<file path="config.mk">
export PLATFORM = sky130hd
export DESIGN_NAME = intc_dual_bank
export DESIGN_NICKNAME = d
export VERILOG_FILES = /design/src/rtl/intc_pkg.sv /design/src/rtl/intc_decode.sv /design/src/rtl/intc_bank.sv /design/src/rtl/intc_sticky_flag.sv /design/src/rtl/intc_dual_bank.sv
export SDC_FILE = /design/constraint.sdc
export NUM_CORES = 1
export LEC_CHECK = 0
export BUFFER_PORTS_ARGS = -buffer_cell sky130_fd_sc_hd__buf_2
export CORE_UTILIZATION = 35
export DETAILED_ROUTE_END_ITERATION = 10
export GPL_ROUTABILITY_DRIVEN = 0
export PLACE_DENSITY = 0.66
export SLEW_MARGIN = 40
export SYNTH_ARGS = -nofsm -noshare
export SYNTH_HDL_FRONTEND = slang
export SYNTH_SLANG_ARGS = --single-unit
</file>
<file path="constraint.sdc">
create_clock -name clk -period 2.25 [get_ports clk]
set_input_delay 0.3375 -clock clk [delete_from_list [all_inputs] [get_ports clk]]
set_output_delay 0.3375 -clock clk [all_outputs]
set_load 0.02 [all_outputs]
</file>
<file path="src/rtl/intc_pkg.sv">
package intc_pkg;
  localparam int unsigned REG_AW  = 3;
  localparam int unsigned N_BANKS = 2;

  typedef enum logic [1:0] {
    OFS_MASKED = 2'd0,
    OFS_RAW    = 2'd1,
    OFS_EN_SET = 2'd2,
    OFS_EN_CLR = 2'd3
  } reg_ofs_e;

  typedef enum logic {
    BANK_IRQ = 1'b0,
    BANK_FIQ = 1'b1
  } bank_e;

  typedef struct packed {
    logic set_we;
    logic clr_we;
    logic rd_masked;
    logic rd_raw;
  } bank_cmd_t;

  // Offsets with bit 1 set are write-only and the others are read-only.
  function automatic logic is_wrong_dir(input logic wr, input logic [1:0] ofs);
    return wr != ofs[1];
  endfunction
endpackage

</file>
<file path="src/rtl/intc_decode.sv">
module intc_decode
  import intc_pkg::*;
(
  input  logic                       req_valid,
  input  logic                       req_write,
  input  logic [REG_AW-1:0]          req_addr,
  output bank_cmd_t [N_BANKS-1:0]    cmd,
  output logic                       err_event
);
  logic [1:0] ofs;
  logic       dir_bad;

  assign ofs       = req_addr[1:0];
  assign dir_bad   = is_wrong_dir(req_write, ofs);
  assign err_event = req_valid && dir_bad;

  for (genvar g = 0; g < N_BANKS; g++) begin : g_bank_dec
    logic hit;
    assign hit              = req_valid && !dir_bad && (req_addr[2] == g[0]);
    assign cmd[g].set_we    = hit &&  req_write && (ofs == OFS_EN_SET);
    assign cmd[g].clr_we    = hit &&  req_write && (ofs == OFS_EN_CLR);
    assign cmd[g].rd_masked = hit && !req_write && (ofs == OFS_MASKED);
    assign cmd[g].rd_raw    = hit && !req_write && (ofs == OFS_RAW);
  end
endmodule

</file>
<file path="src/rtl/intc_bank.sv">
module intc_bank
  import intc_pkg::*;
#(
  parameter int unsigned W = 32
) (
  input  logic         clk,
  input  logic         rst_n,
  input  logic [W-1:0] src,
  input  logic [W-1:0] wdata,
  input  bank_cmd_t    cmd,
  output logic [W-1:0] mask_q,
  output logic [W-1:0] masked,
  output logic         cpu_int_q
);
  function automatic logic [W-1:0] next_mask(input logic [W-1:0] cur,
                                             input logic [W-1:0] d,
                                             input logic set, input logic clr);
    logic [W-1:0] r;
    r = cur;
    if (set) r = r | d;
    if (clr) r = r & ~d;
    return r;
  endfunction

  function automatic logic [W-1:0] gate(input logic [W-1:0] s, input logic [W-1:0] m);
    return s & m;
  endfunction

  logic [W-1:0] mask_d;

  assign mask_d = next_mask(mask_q, wdata, cmd.set_we, cmd.clr_we);
  assign masked = gate(src, mask_q);

  always_ff @(posedge clk or negedge rst_n) begin
    if (!rst_n) begin
      mask_q    <= '0;
      cpu_int_q <= 1'b0;
    end else begin
      mask_q    <= mask_d;
      cpu_int_q <= |gate(src, mask_d);
    end
  end
endmodule

</file>
<file path="src/rtl/intc_sticky_flag.sv">
module intc_sticky_flag (
  input  logic clk,
  input  logic rst_n,
  input  logic event_i,
  output logic flag_q
);
  always_ff @(posedge clk or negedge rst_n) begin
    if (!rst_n)       flag_q <= 1'b0;
    else if (event_i) flag_q <= 1'b1;
  end
endmodule

</file>
<file path="src/rtl/intc_dual_bank.sv">
module intc_dual_bank
  import intc_pkg::*;
#(
  parameter int unsigned SRC_W = 32
) (
  input  logic              clk,
  input  logic              rst_n,
  input  logic [SRC_W-1:0]  irq_src,
  input  logic [SRC_W-1:0]  fiq_src,
  input  logic              req_valid,
  input  logic              req_write,
  input  logic [REG_AW-1:0] req_addr,
  input  logic [SRC_W-1:0]  req_wdata,
  output logic [SRC_W-1:0]  rsp_rdata,
  output logic              irq_out,
  output logic              fiq_out,
  output logic              access_err
);
  bank_cmd_t [N_BANKS-1:0]              cmd;
  logic                                 err_event;
  logic [N_BANKS-1:0][SRC_W-1:0]        src_all;
  logic [N_BANKS-1:0][SRC_W-1:0]        mask_all;
  logic [N_BANKS-1:0][SRC_W-1:0]        masked_all;
  logic [N_BANKS-1:0][SRC_W-1:0]        rd_part;
  logic [N_BANKS-1:0]                   int_all;
  logic [N_BANKS-1:0]                   bank_wr;

  // Named internal events for the checker
  logic [SRC_W-1:0] irq_mask;
  logic [SRC_W-1:0] fiq_mask;

  assign src_all[BANK_IRQ] = irq_src;
  assign src_all[BANK_FIQ] = fiq_src;

  intc_decode u_dec (
    .req_valid (req_valid),
    .req_write (req_write),
    .req_addr  (req_addr),
    .cmd       (cmd),
    .err_event (err_event)
  );

  for (genvar g = 0; g < N_BANKS; g++) begin : g_bank
    intc_bank #(.W(SRC_W)) u_bank (
      .clk       (clk),
      .rst_n     (rst_n),
      .src       (src_all[g]),
      .wdata     (req_wdata),
      .cmd       (cmd[g]),
      .mask_q    (mask_all[g]),
      .masked    (masked_all[g]),
      .cpu_int_q (int_all[g])
    );
    assign rd_part[g] = ({SRC_W{cmd[g].rd_masked}} & masked_all[g])
                      | ({SRC_W{cmd[g].rd_raw}}    & src_all[g]);
    assign bank_wr[g] = cmd[g].set_we | cmd[g].clr_we;
  end

  always_comb begin
    rsp_rdata = '0;
    for (int b = 0; b < N_BANKS; b++) rsp_rdata = rsp_rdata | rd_part[b];
  end

  intc_sticky_flag u_err (
    .clk     (clk),
    .rst_n   (rst_n),
    .event_i (err_event),
    .flag_q  (access_err)
  );

  assign irq_out  = int_all[BANK_IRQ];
  assign fiq_out  = int_all[BANK_FIQ];
  assign irq_mask = mask_all[BANK_IRQ];
  assign fiq_mask = mask_all[BANK_FIQ];
endmodule

</file>
### After elaboration in Yosys (flattened, before gate mapping)

Cells that the tools add are included.

| word-level totals | value |
|---|---|
| logic and storage cells | 51 |
| flip-flop bits (word level) | 67 |
| output and inout port bits | 35 |
| input port bits | 103 |

| operators by class | value |
|---|---|
| mux-type cells | 4 |
| reduce and logical (&&, ||, !) cells | 21 |
| equality and inequality tests | 4 |
| bitwise gates (word level) | 17 |

Operators with widths:

| cell | count |
|---|---|
| $and A32 B32 Y32 | 10 |
| $or A32 B32 Y32 | 5 |
| $mux W32 | 4 |
| $reduce_or A32 Y1 | 2 |
| $not A32 Y32 | 1 |
| $logic_and A1 B1 Y1 | 16 |
| $eq A2 B2 Y1 const B | 2 |
| $eq A2 B1 Y1 const B | 1 |
| $logic_not A1 Y1 | 2 |
| $logic_not A2 Y1 | 1 |
| $ne A1 B1 Y1 | 1 |
| $not A1 Y1 | 1 |

### Depth between registers and ports, before layout

Gate-level depths: netlist of the first run.

| depth | value |
|---|---|
| depth after elaboration | 11 |
| depth in mapped cells | 9 |
| depth with buffers taken out | 6 |

### Hierarchy

A second synthesis of the first run with hierarchy kept.

| unflattened totals | value |
|---|---|
| cells, all modules | 509 |
| area, all modules | 4658.2 um2 |

By module, submodules not included:

| module | cells an instance | times used | sequential area each (um2) | area an instance (um2) |
|---|---|---|---|---|
| intc_bank | 192 | 2 | 825.8 | 1920.6 |
| intc_dual_bank | 108 | 1 | 0.0 | 698.2 |
| intc_decode | 15 | 1 | 0.0 | 87.6 |
| intc_sticky_flag | 2 | 1 | 25.0 | 31.3 |

### Worst setup path after synthesis of the first run

OpenSTA, ideal clock, no wires.

| path | value |
|---|---|
| kind | input to output |
| from | in req_addr[1] |
| to | out rsp_rdata[10] |
| data arrival time | 1.936 ns |
| stages on the path | 5 |
| required time | 1.913 ns |
| path slack | -0.023 ns |
| cell sequence | nor3b_2 -> nor3b_1 -> clkbuf_1 -> a21oi_1 -> o21ai_0 |

| on the way | value |
|---|---|
| cells in the longest elaborated chain, start to end | 9 |

RTL lines:

| element | RTL line | source |
|---|---|---|
| start, declared | intc_dual_bank.sv:12 | `input logic [REG_AW-1:0] req_addr,` |
| $ne A1 B1 Y1 | intc_pkg.sv:26 | `return wr != ofs[1];` |
| $logic_not A1 Y1 | intc_decode.sv:19 | `assign hit = req_valid && !dir_bad && (req_addr[2] == g[0]);` |
| $logic_and A1 B1 Y1 (2 in a row) | intc_decode.sv:19 |  |
| $logic_and A1 B1 Y1 | intc_decode.sv:22, intc_decode.sv:23 |  |
| $logic_and A1 B1 Y1 (on tied branches) | intc_decode.sv:22, intc_decode.sv:23 |  |
| $and A32 B32 Y32 (on tied branches) | intc_dual_bank.sv:54, intc_dual_bank.sv:55 |  |
| $or A32 B32 Y32 | intc_dual_bank.sv:55 | `\| ({SRC_W{cmd[g].rd_raw}} & src_all[g]);` |
| $or A32 B32 Y32 (*) | intc_dual_bank.sv:61 | `for (int b = 0; b < N_BANKS; b++) rsp_rdata = rsp_rdata \| rd_part[b];` |
| end, declared | intc_dual_bank.sv:14 | `output logic [SRC_W-1:0] rsp_rdata,` |

Mark *: on every way between the ends. The rest lies on a longest branch, timed or not.

### Final worst setup path of the first run

| path | value |
|---|---|
| from | in req_write |
| to | out rsp_rdata[8] |

| on the way | value |
|---|---|
| cells in the longest elaborated chain, start to end | 9 |

RTL lines:

| element | RTL line | source |
|---|---|---|
| start, declared | intc_dual_bank.sv:11 | `input logic req_write,` |
| $ne A1 B1 Y1 | intc_pkg.sv:26 |  |
| $logic_not A1 Y1 | intc_decode.sv:19 |  |
| $logic_and A1 B1 Y1 (2 in a row) | intc_decode.sv:19 |  |
| $logic_and A1 B1 Y1 | intc_decode.sv:22, intc_decode.sv:23 |  |
| $logic_and A1 B1 Y1 (on tied branches) | intc_decode.sv:22, intc_decode.sv:23 |  |
| $and A32 B32 Y32 (on tied branches) | intc_dual_bank.sv:54, intc_dual_bank.sv:55 |  |
| $or A32 B32 Y32 | intc_dual_bank.sv:55 |  |
| $or A32 B32 Y32 (*) | intc_dual_bank.sv:61 |  |

Marks and branches as above.

==> results of run 1 <==
==> registers in the layout, summed over array words and instances (netlist names) <==
name,flops
u_err.flag_q,1
g_bank.u_bank.cpu_int_q,2
g_bank.u_bank.mask_q,64
==> cells in the mapped netlist, drive strengths merged <==
library cell  instances  area, sq um
o22ai                 2         12.5
dfrtp                67         1680
o221ai                4         35.0
a21o                  1         7.51
buf                  17          123
a21oi               128          641
a2111oi               2         30.0
nand3b                1         7.51
nand2                 2         7.51
and3b                 1         8.76
or2                   1         6.26
inv                  35          131
and2                  2         12.5
and3                  1         11.3
a22oi                20          150
nor2b                 1         6.26
a31oi                48          300
nor2                  5         23.8
a211oi               14          105
o2111ai              32          280
o21ai                48          240
clkbuf               30          113
nor3                  1         5.00
nand4                 6         37.5
nand3                 5         25.0
nor3b                 2         20.0
or4                   2         15.0
xor2                  1         8.76
==> power by group through the flow <==
stage,registers [mW],clock network (mW),logic [mW]
6_report,1.67,1.32,0.960
2_1_floorplan,1.63,0,0.585
5_1_grt,1.70,1.39,1.07
3_3_place_gp,1.66,0,0.914
3_5_place_dp,1.68,0,0.949
4_1_cts,1.66,1.34,0.951
==> layout by cell type, fill, tap and decap left out, types with 2 or more instances in the layout <==
cell,count
nor3b_4,2
buf_2,137
or4_1,2
o221ai_1,4
a22oi_1,20
dfrtp_1,67
nand4_1,6
nor2_1,2
nand3_1,5
o2111ai_1,32
a21oi_1,128
o21ai_1,30
inv_1,35
clkinvlp_4,2
clkinv_2,3
and2_1,2
nand2_1,2
a31oi_1,48
buf_12,5
o22ai_1,2
a2111oi_2,2
clkbuf_16,9
buf_4,35
nor2_2,2
a211oi_1,14
o21ai_0,18
==> per-stage QoR <==
step | instance area (sq um) | power, mW | hold slack [ps]
6_report | 5350 | 3.94 | 11.8
5_1_grt | 5350 | 4.16 | 49.6
4_1_cts | 5340 | 3.95 | 41.3
3_5_place_dp | 5060 | 2.63 | 390
3_3_place_gp | 5060 | 2.58 | 385
2_1_floorplan | 4040 | 2.21 | 41.9
==> cell families after synthesis <==
group	synth area share
AOI/OAI and AO/OA	0.446
buffers and inverters	0.0907
DFF	0.415
and+or+nand+nor	0.0461
xor gates and xnor gates	0.00217
==> cell type report <==
cell class | count | area, sq um | share of cell area
inverter | 35 | 131 | 0.0245
tap | 140 | 175 | 0.0327
multi-input combinational | 330 | 2030 | 0.379
antenna | 1 | 2.50 | 0.000468
clock inverter | 6 | 38.8 | 0.00725
sequential | 67 | 1680 | 0.313
clock buffer | 10 | 239 | 0.0446
timing repair buffer | 178 | 1060 | 0.198
==> critical path, stage by stage <==
cell,delay [ps]
buf_2,130
buf_4,150
nor3b_4,240
nor3b_4,280
buf_4,190
a21oi_1,80
o21ai_1,200
buf_2,210
==> routing by layer <==
layer  global-route usage  share of wire  up-vias
met1                0.326           0.41     2198
met2                0.422           0.48      256
met5                    0              0        -
met4                0.125          0.030        0
met3               0.0362          0.079       32
li1                     -              -     2149
==> how the worst min path moves through the flow <==
stage,endpoint,slack (ps),depth (start not counted)
finish,g_bank[1].u_bank.mask_q[18]$_DFF_PN0_,10,2
global route,g_bank[1].u_bank.mask_q[18]$_DFF_PN0_,50,2
CTS,g_bank[1].u_bank.mask_q[18]$_DFF_PN0_,40,2
detailed placement,g_bank[1].u_bank.mask_q[18]$_DFF_PN0_,390,2
global placement,g_bank[1].u_bank.mask_q[11]$_DFF_PN0_,390,2
floorplan,g_bank[0].u_bank.cpu_int_q$_DFF_PN0_,40,0
==> repair_timing <==
item                                    CTS  global route
gates resized for setup                   0             3
endpoints found under the setup margin    0            13
hold buffers                              0             0
==> results.json, run 1 <==
{
  "reg2reg_slack_ps": 470,
  "port_buffers": 137,
  "max_slew.worst_pin.slew_ps": 534,
  "placed_cells": 750,
  "syn_nets": 582,
  "fin_skew_ps": 5.16,
  "fin_cells": 767,
  "vias": 4635,
  "crit_path_start": "req_write",
  "reg2reg_depth": 5,
  "die_y_um": 109,
  "worstSetupPathType": "in2out",
  "p_per_area_nw_per_um2": 737,
  "finalMaxSlewViolations": 0,
  "syn_area_sq_um": 4040,
  "wl_mm": 14.7,
  "io_pins": 138,
  "yosysSeqAreaShare": 0.415,
  "critPathCapture": "rsp_rdata[8]",
  "p_sw_frac": 0.329,
  "slew_headroom": 0.643,
  "critPathArrivalTime_ps": 1830,
  "drt-pass1-iter-count": 5,
  "routed_via_density": 6.04,
  "wire_per_inst_um": 19.2,
  "ys_types": 33,
  "min_period_over_period": 0.963,
  "ir_drop_mv": 0.452,
  "crit_required_ps": 1910,
  "r2r-start": "g_bank[1].u_bank.mask_q[12]$_DFF_PN0_",
  "start_kind": "input port",
  "drive_gt1_frac": 0.324,
  "grt_setup_unrepaired": "false",
  "synthCells": 479,
  "utilization": 0.485,
  "initialDrtViolationCount": 391,
  "core_sq_um": 11000,
  "finalSetupTns_ps": 0,
  "area_growth_pct": 32.5,
  "clk_pin_slew_worst_paths_ps": 60,
  "r2r_end": "g_bank[1].u_bank.cpu_int_q$_DFF_PN0_",
  "p_seq_frac": 0.423,
  "cts_tree": "built",
  "grt_max_degree": 68,
  "clock-sinks": 67,
  "grt_overflow": 0,
  "p_leak_nw": 2.42,
  "final_net_count": 724,
  "cts_root_buf": "clkbuf_16",
  "rows": 38,
  "finalSetupViolCount": 0,
  "clk_path_buf_depth": 2,
  "antenna_found_initial": 2,
  "worstPathMaxFanout": 6,
  "postCtsSetupBuffers": 0,
  "avgSynthCellArea_sq_um": 8.43,
  "yosysWarningCount": 0,
  "start_util": 0.366,
  "clkPwrFrac": 0.334,
  "die-width_um": 109,
  "antenna_left": 0,
  "grt_pass1_wl_mm": 23.4,
  "intPower_mw": 2.65,
  "crit_path_end_kind": "primary output",
  "switchingPower_mw": 1.30,
  "insertion_delay_ps": 330,
  "post-route-min-period_ps": 2170,
  "cap_viol_max_count": 0,
  "fmax_mhz": 462,
  "dieArea_sq_um": 12000,
  "synth_seq_cells": 67,
  "hold_viol_final": 0,
  "grt.total_usage": 0.255,
  "cts_max_level": 3,
  "setup_slack_ps": 83.3,
  "outcome": "finished, final reports clean",
  "grt_pass1_vias": 4705,
  "p_comb_frac": 0.243,
  "drc_errors": 0,
  "cts_inserted_buffers": 9,
  "hpwlAfterDp_mm": 10.9,
  "hold_path_class": "in2async",
  "dp_slack_ps": -96.2,
  "nFillCells": 1064
}
No activity file was read; power rests on OpenSTA's default activity.
==> run 2: changes to the inputs <==
- ABC_AREA: not set -> 1
- PLACE_DENSITY: 0.66 -> 0.65
==> run 2 against run 1 <==
Net effect: synthesized cell count grew 50%; final area grew 11%; synthesized area grew 15%; global-route usage shrank 2.9 points; worst hold slack lost 6.2 ps; non-clock buffer count shrank 29; critical path type unchanged; largest power group is now the clock network.
==> results.json, run 2 <==
{
  "outcome": "finished, final reports clean",
  "synthArstFlopShare": 1.00,
  "synth_top_area_share": 0.362,
  "finalSetupViolCount": 0,
  "final_net_count": 959,
  "drc_errors": 0,
  "die-width_um": 117,
  "antenna_found_initial": 1,
  "reg_top3": "g_bank.u_bank.mask_q: 64 flops, g_bank.u_bank.cpu_int_q: 2 flops, u_err.flag_q: 1 flops",
  "grt_pass1_vias": 4489,
  "drive_gt1_frac": 0.204,
  "synth_commonest_cells": "304 x nand2_1, 128 x nand3_1, 68 x inv_1, 67 x dfrtp_1, 64 x and2_1",
  "p_leak_nw": 2.92,
  "p_per_area_nw_per_um2": 697,
  "post-route-min-period_ps": 1890,
  "insertion_delay_ps": 330,
  "antenna_left": 0,
  "grt.total_usage": 0.226,
  "crit_path_end_kind": "primary output",
  "finalSetupTns_ps": 0,
  "area_growth_pct": 28.1,
  "vias": 4972,
  "wire_per_inst_um": 14.1,
  "cts_resized": 0,
  "grt_overflow": 0,
  "max_slew.worst_pin.slew_ps": 395,
  "syn_nets": 823,
  "slew_headroom": 0.737,
  "multi_input_area_sq_um": 2560,
  "synth_compound_area_frac": 0.00189,
  "hold_viol_final": 0,
  "synth_top_family_by_area": "simple AND/OR/NAND/NOR gates",
  "layout_common_cells": "304 x nand2_1, 137 x buf_2, 128 x nand3_1, 68 x inv_1, 67 x dfrtp_1",
  "synthTopCellsByArea": "dfrtp_1 36%, nand2_1 25%, nand3_1 14%, and2_1 8.6%, inv_1 5.5%",
  "clk_pin_slew_worst_paths_ps": 60,
  "io_pins": 138,
  "largest_register_ffs": 64,
  "synth-xor-area-share": 0,
  "register_area_sq_um": 1680,
  "reg2reg_slack_ps": 980,
  "ys.flop_type": "dfrtp_1",
  "crit_required_ps": 1910,
  "synth-simple-area-share": 0.550,
  "ir_drop_mv": 0.304,
  "drt-pass1-iter-count": 5,
  "synth-adder-area-share": 0,
  "yosysSeqAreaShare": 0.362,
  "critPathArrivalTime_ps": 1550,
  "muxShareOfSynthArea": 0,
  "synthCells": 720,
  "rows": 41,
  "cts_inserted_buffers": 9,
  "dieArea_sq_um": 13700,
  "synth_seq_cells": 67,
  "synth_enable_flop_cells": 0,
  "cts_tree": "built",
  "cts_max_level": 3,
  "min_period_over_period": 0.840,
  "nFillCells": 1339,
  "fmax_mhz": 529,
  "die_y_um": 117,
  "finalMaxSlewViolations": 0,
  "cts_root_buf": "clkbuf_16",
  "start_util": 0.362,
  "initialDrtViolationCount": 282,
  "largest_register": "g_bank.u_bank.mask_q",
  "postCtsSetupBuffers": 0,
  "core_sq_um": 12800,
  "grt_setup_unrepaired": "false",
  "port_buffers": 137,
  "whs_ps": 5.69,
  "avgSynthCellArea_sq_um": 6.43,
  "cap_viol_max_count": 0,
  "grt_max_degree": 68,
  "clock-sinks": 67,
  "grt_pass1_wl_mm": 23.0,
  "start_kind": "input port",
  "yosysMostFrequentCell": "nand2_1",
  "wl_mm": 14.5,
  "cts_hold_buf": 0,
  "clk_path_buf_depth": 2,
  "synth_top_area_cell": "dfrtp_1",
  "worstPathMaxFanout": 20,
  "yosysWarningCount": 0,
  "syn_area_sq_um": 4630,
  "hold_path_class": "in2async",
  "fin_skew_ps": 5.69,
  "utilization": 0.464,
  "final_common_cell": "nand2_1",
  "worstSetupPathType": "in2out",
  "routed_via_density": 4.81,
  "ys_types": 15,
  "hpwlAfterDp_mm": 10.4
}
==> run 2: kinds of logic after synthesis <==
group / Yosys count
compound gates: 1
buf+inv: 92
flops: 67
simple gates: 560
==> run 2: through the flow <==
step                area (sq um)  setup WS (ps)  std cells  power [mW]
floorplan                   4630            583        720        2.05
global placement            5560            391       1017        2.39
global route                5930            209       1033        4.38
detailed placement          5560            366       1017        2.40
CTS                         5930            360       1033        4.18
finish                      5930            359       1034        4.13
==> run 2: final timing paths <==
kind,from,cells after the start,endpoint
min in group clk,req_valid,2,u_err.flag_q$_DFFE_PN0P_
worst max register to register,g_bank[0].u_bank.mask_q[21]$_DFF_PN0_,8,g_bank[0].u_bank.cpu_int_q$_DFF_PN0_
worst max-delay path,req_addr[1],8,rsp_rdata[22]
worst min-delay path,rst_n,2,g_bank[0].u_bank.mask_q[25]$_DFF_PN0_
max in group asynchronous,rst_n,2,g_bank[0].u_bank.mask_q[6]$_DFF_PN0_
worst min register to register,u_err.flag_q$_DFFE_PN0P_,1,u_err.flag_q$_DFFE_PN0P_
==> run 2: metal layers <==
layer  vias to the layer above  part of all wire  global-route usage
met4                         2             0.012              0.0532
met1                      2222              0.47               0.290
met2                       149              0.46               0.386
met5                         -           0.00089                   0
met3                        15             0.060              0.0499
li1                       2584                 -                   -
==> run 2: cell type report <==
class                      instances  share of cell area
antenna                            1            0.000422
clock buffer                       9              0.0380
clock inverter                     7              0.0236
inverter                          68              0.0430
multi-input combinational        561               0.432
sequential                        67               0.283
tap                              172              0.0363
timing repair buffer             149               0.143
==> run 2: critical path, stage by stage <==
cell and delay (ps):
buf_2 140, inv_1 120, nand4_1 150, nor2_2 130, buf_4 290, nand2_1 80
nand4_1 120, buf_2 170
==> run 2: power breakdown <==
group | total (mW) | switching (mW) | internal [mW] | leakage [nW]
Sequential | 1.55 | 0.121 | 1.43 | 0.692
Clock | 1.76 | 0.564 | 1.19 | 0.172
Combinational | 0.825 | 0.475 | 0.349 | 2.06
Total | 4.13 | 1.16 | 2.97 | 2.92
==> run 3: changes to the inputs <==
- clock period: 2.25 -> 1.8 ns (I/O delays scaled with it)
==> run 3 against run 2 <==
Net effect: power up 22%; utilization up 3.1 points; count of clock-buffer cells in the layout is 2 higher; the flow now finishes with violations (setup timing); sequential power increased by 26%; sequential share of layout area shrank 1.8 points.
==> results.json, run 3 (same netlist as run 2, synthesis figures left out) <==
{
  "io_pins": 138,
  "grt_overflow": 0,
  "wire_per_inst_um": 15.4,
  "critPathArrivalTime_ps": 1550,
  "grt_pass1_vias": 4568,
  "post-route-min-period_ps": 1820,
  "hold_depth": 2,
  "hold_viol_final": 0,
  "finalMaxSlewViolations": 0,
  "clk_pin_slew_worst_paths_ps": 60,
  "p_comb_frac": 0.216,
  "outcome": "finished with violations",
  "worstSetupPathType": "in2out",
  "core_sq_um": 12800,
  "design_area_sq_um": 6320,
  "die-width_um": 117,
  "start_kind": "input port",
  "layout_common_cells": "304 x nand2_1, 118 x nand3_1, 101 x buf_2, 67 x dfrtp_1, 65 x inv_1",
  "fin_skew_ps": 6.42,
  "p_seq_frac": 0.387,
  "min_to": "u_err.flag_q$_DFFE_PN0P_",
  "holdCritStartpoint": "req_valid",
  "p_per_area_nw_per_um2": 800,
  "drc_errors": 0,
  "area_growth_pct": 36.6,
  "clock-sinks": 67,
  "p_total_mw": 5.06,
  "cts_inserted_buffers": 9,
  "worstPathMaxFanout": 8,
  "p_leak_nw": 3.01,
  "intPower_mw": 3.56,
  "switchingPower_mw": 1.50,
  "start_util": 0.362,
  "final_common_cell": "nand2_1",
  "routed_via_density": 4.94,
  "fmax_mhz": 549,
  "r2r_end": "g_bank[0].u_bank.cpu_int_q$_DFF_PN0_",
  "ir_drop_mv": 0.345,
  "slew_headroom": 0.634,
  "insertion_delay_ps": 330,
  "cap_viol_max_count": 0,
  "max_slew.worst_pin.slew_ps": 549,
  "rows": 41,
  "final_net_count": 969,
  "postPlaceCellArea_sq_um": 5640,
  "setup_slack_ps": -20.7,
  "dieArea_sq_um": 13700,
  "nFillCells": 1316,
  "clkPwrFrac": 0.397,
  "whs_ps": 239,
  "die_y_um": 117,
  "grt_pass1_wl_mm": 23.6,
  "vias": 5152,
  "reg_top3": "g_bank.u_bank.mask_q: 64 flops, g_bank.u_bank.cpu_int_q: 2 flops, u_err.flag_q: 1 flops",
  "antenna_left": 0,
  "finalSetupViolCount": 2,
  "grt_setup_unrepaired": "true",
  "grt_max_degree": 33,
  "largest_register": "g_bank.u_bank.mask_q",
  "hold_path_class": "in2reg",
  "cts_max_level": 3,
  "initialDrtViolationCount": 367,
  "grt.total_usage": 0.232,
  "clk_path_buf_depth": 2,
  "port_buffers": 137,
  "p_sw_frac": 0.297,
  "reg2reg_depth": 8,
  "antenna_found_initial": 2,
  "min_period_over_period": 1.01,
  "r2r-start": "g_bank[0].u_bank.mask_q[21]$_DFF_PN0_",
  "hpwlAfterDp_mm": 10.8,
  "drive_gt1_frac": 0.227,
  "antenna_cells": 0,
  "dp_slack_ps": 20.1,
  "violations": "setup timing",
  "reg2reg_slack_ps": 610,
  "largest_register_ffs": 64,
  "drt-pass1-iter-count": 5,
  "crit_required_ps": 1530,
  "finalSetupTns_ps": -32.1,
  "wl_mm": 16.1,
  "crit_path_end_kind": "primary output",
  "cts_tree": "built",
  "cts_root_buf": "clkbuf_16"
}
==> run 3: cell count changes in the layout (fill, tap and decap cells not counted), moves of 2 or more <==
cell / delta
bufinv_16: -2
buf_6: +14
buf_2: -36
clkbuf_8: +2
buf_12: +6
clkbuf_16: +3
buf_8: +2
buf_4: +20
nand3_2: +10
nor2_2: -2
nor2_4: +2
inv_1: -3
nand3_1: -10
inv_2: +2
==> run 3: power by group through the flow <==
| stage | Sequential, mW | Clock (mW) | Combinational [mW] |
|---|---|---|---|
| 2_1_floorplan | 1.92 | 0 | 0.641 |
| 3_3_place_gp | 1.97 | 0 | 1.03 |
| 3_5_place_dp | 1.97 | 0 | 1.04 |
| 4_1_cts | 1.95 | 2.05 | 1.05 |
| 5_1_grt | 1.99 | 2.12 | 1.25 |
| 6_report | 1.96 | 2.01 | 1.09 |
==> run 3: per-layer routing <==
layer  global-route usage  share of wire
met2                0.381           0.46
met4               0.0810          0.019
met1                0.308           0.46
met5                    0         0.0014
met3               0.0396          0.057
==> run 3: cell type report <==
type / count / area [sq um] / area share
tap: 172 / 215 / 0.0340
timing repair buffer: 159 / 1210 / 0.192
sequential: 67 / 1680 / 0.265
clock buffer: 11 / 253 / 0.0400
inverter: 68 / 258 / 0.0408
multi-input combinational: 561 / 2620 / 0.415
clock inverter: 5 / 83.8 / 0.0133
==> run 3: repair_timing <==
item,CTS,global route
resized for setup,0,70
hold endpoints to repair,17,0
hold buffers,1,0
endpoints found under the setup margin,0,32
setup buffers,0,5
==> run 3: how the worst max path moves through the flow <==
stage	start	cells after the start	to
6_report	req_write	8	rsp_rdata[28]
5_1_grt	req_addr[1]	8	rsp_rdata[27]
4_1_cts	req_addr[1]	8	rsp_rdata[4]
3_5_place_dp	req_addr[1]	8	rsp_rdata[31]
3_3_place_gp	req_addr[1]	8	rsp_rdata[28]
2_1_floorplan	req_addr[1]	6	rsp_rdata[10]
==> run 3: metrics by stage <==
stage,instances,utilization
after floorplan,720,-
after global placement,1017,0.441
after detailed placement,1017,0.441
after CTS,1034,0.468
after global routing,1043,0.495
final,1043,0.495
==> run 3: worst max-delay path: stages <==
cell	delay [ps]
buf_8	100
inv_2	50
nand4_1	220
nor2_4	340
clkbuf_16	240
nand3_1	80
nand4_1	110
buf_6	130
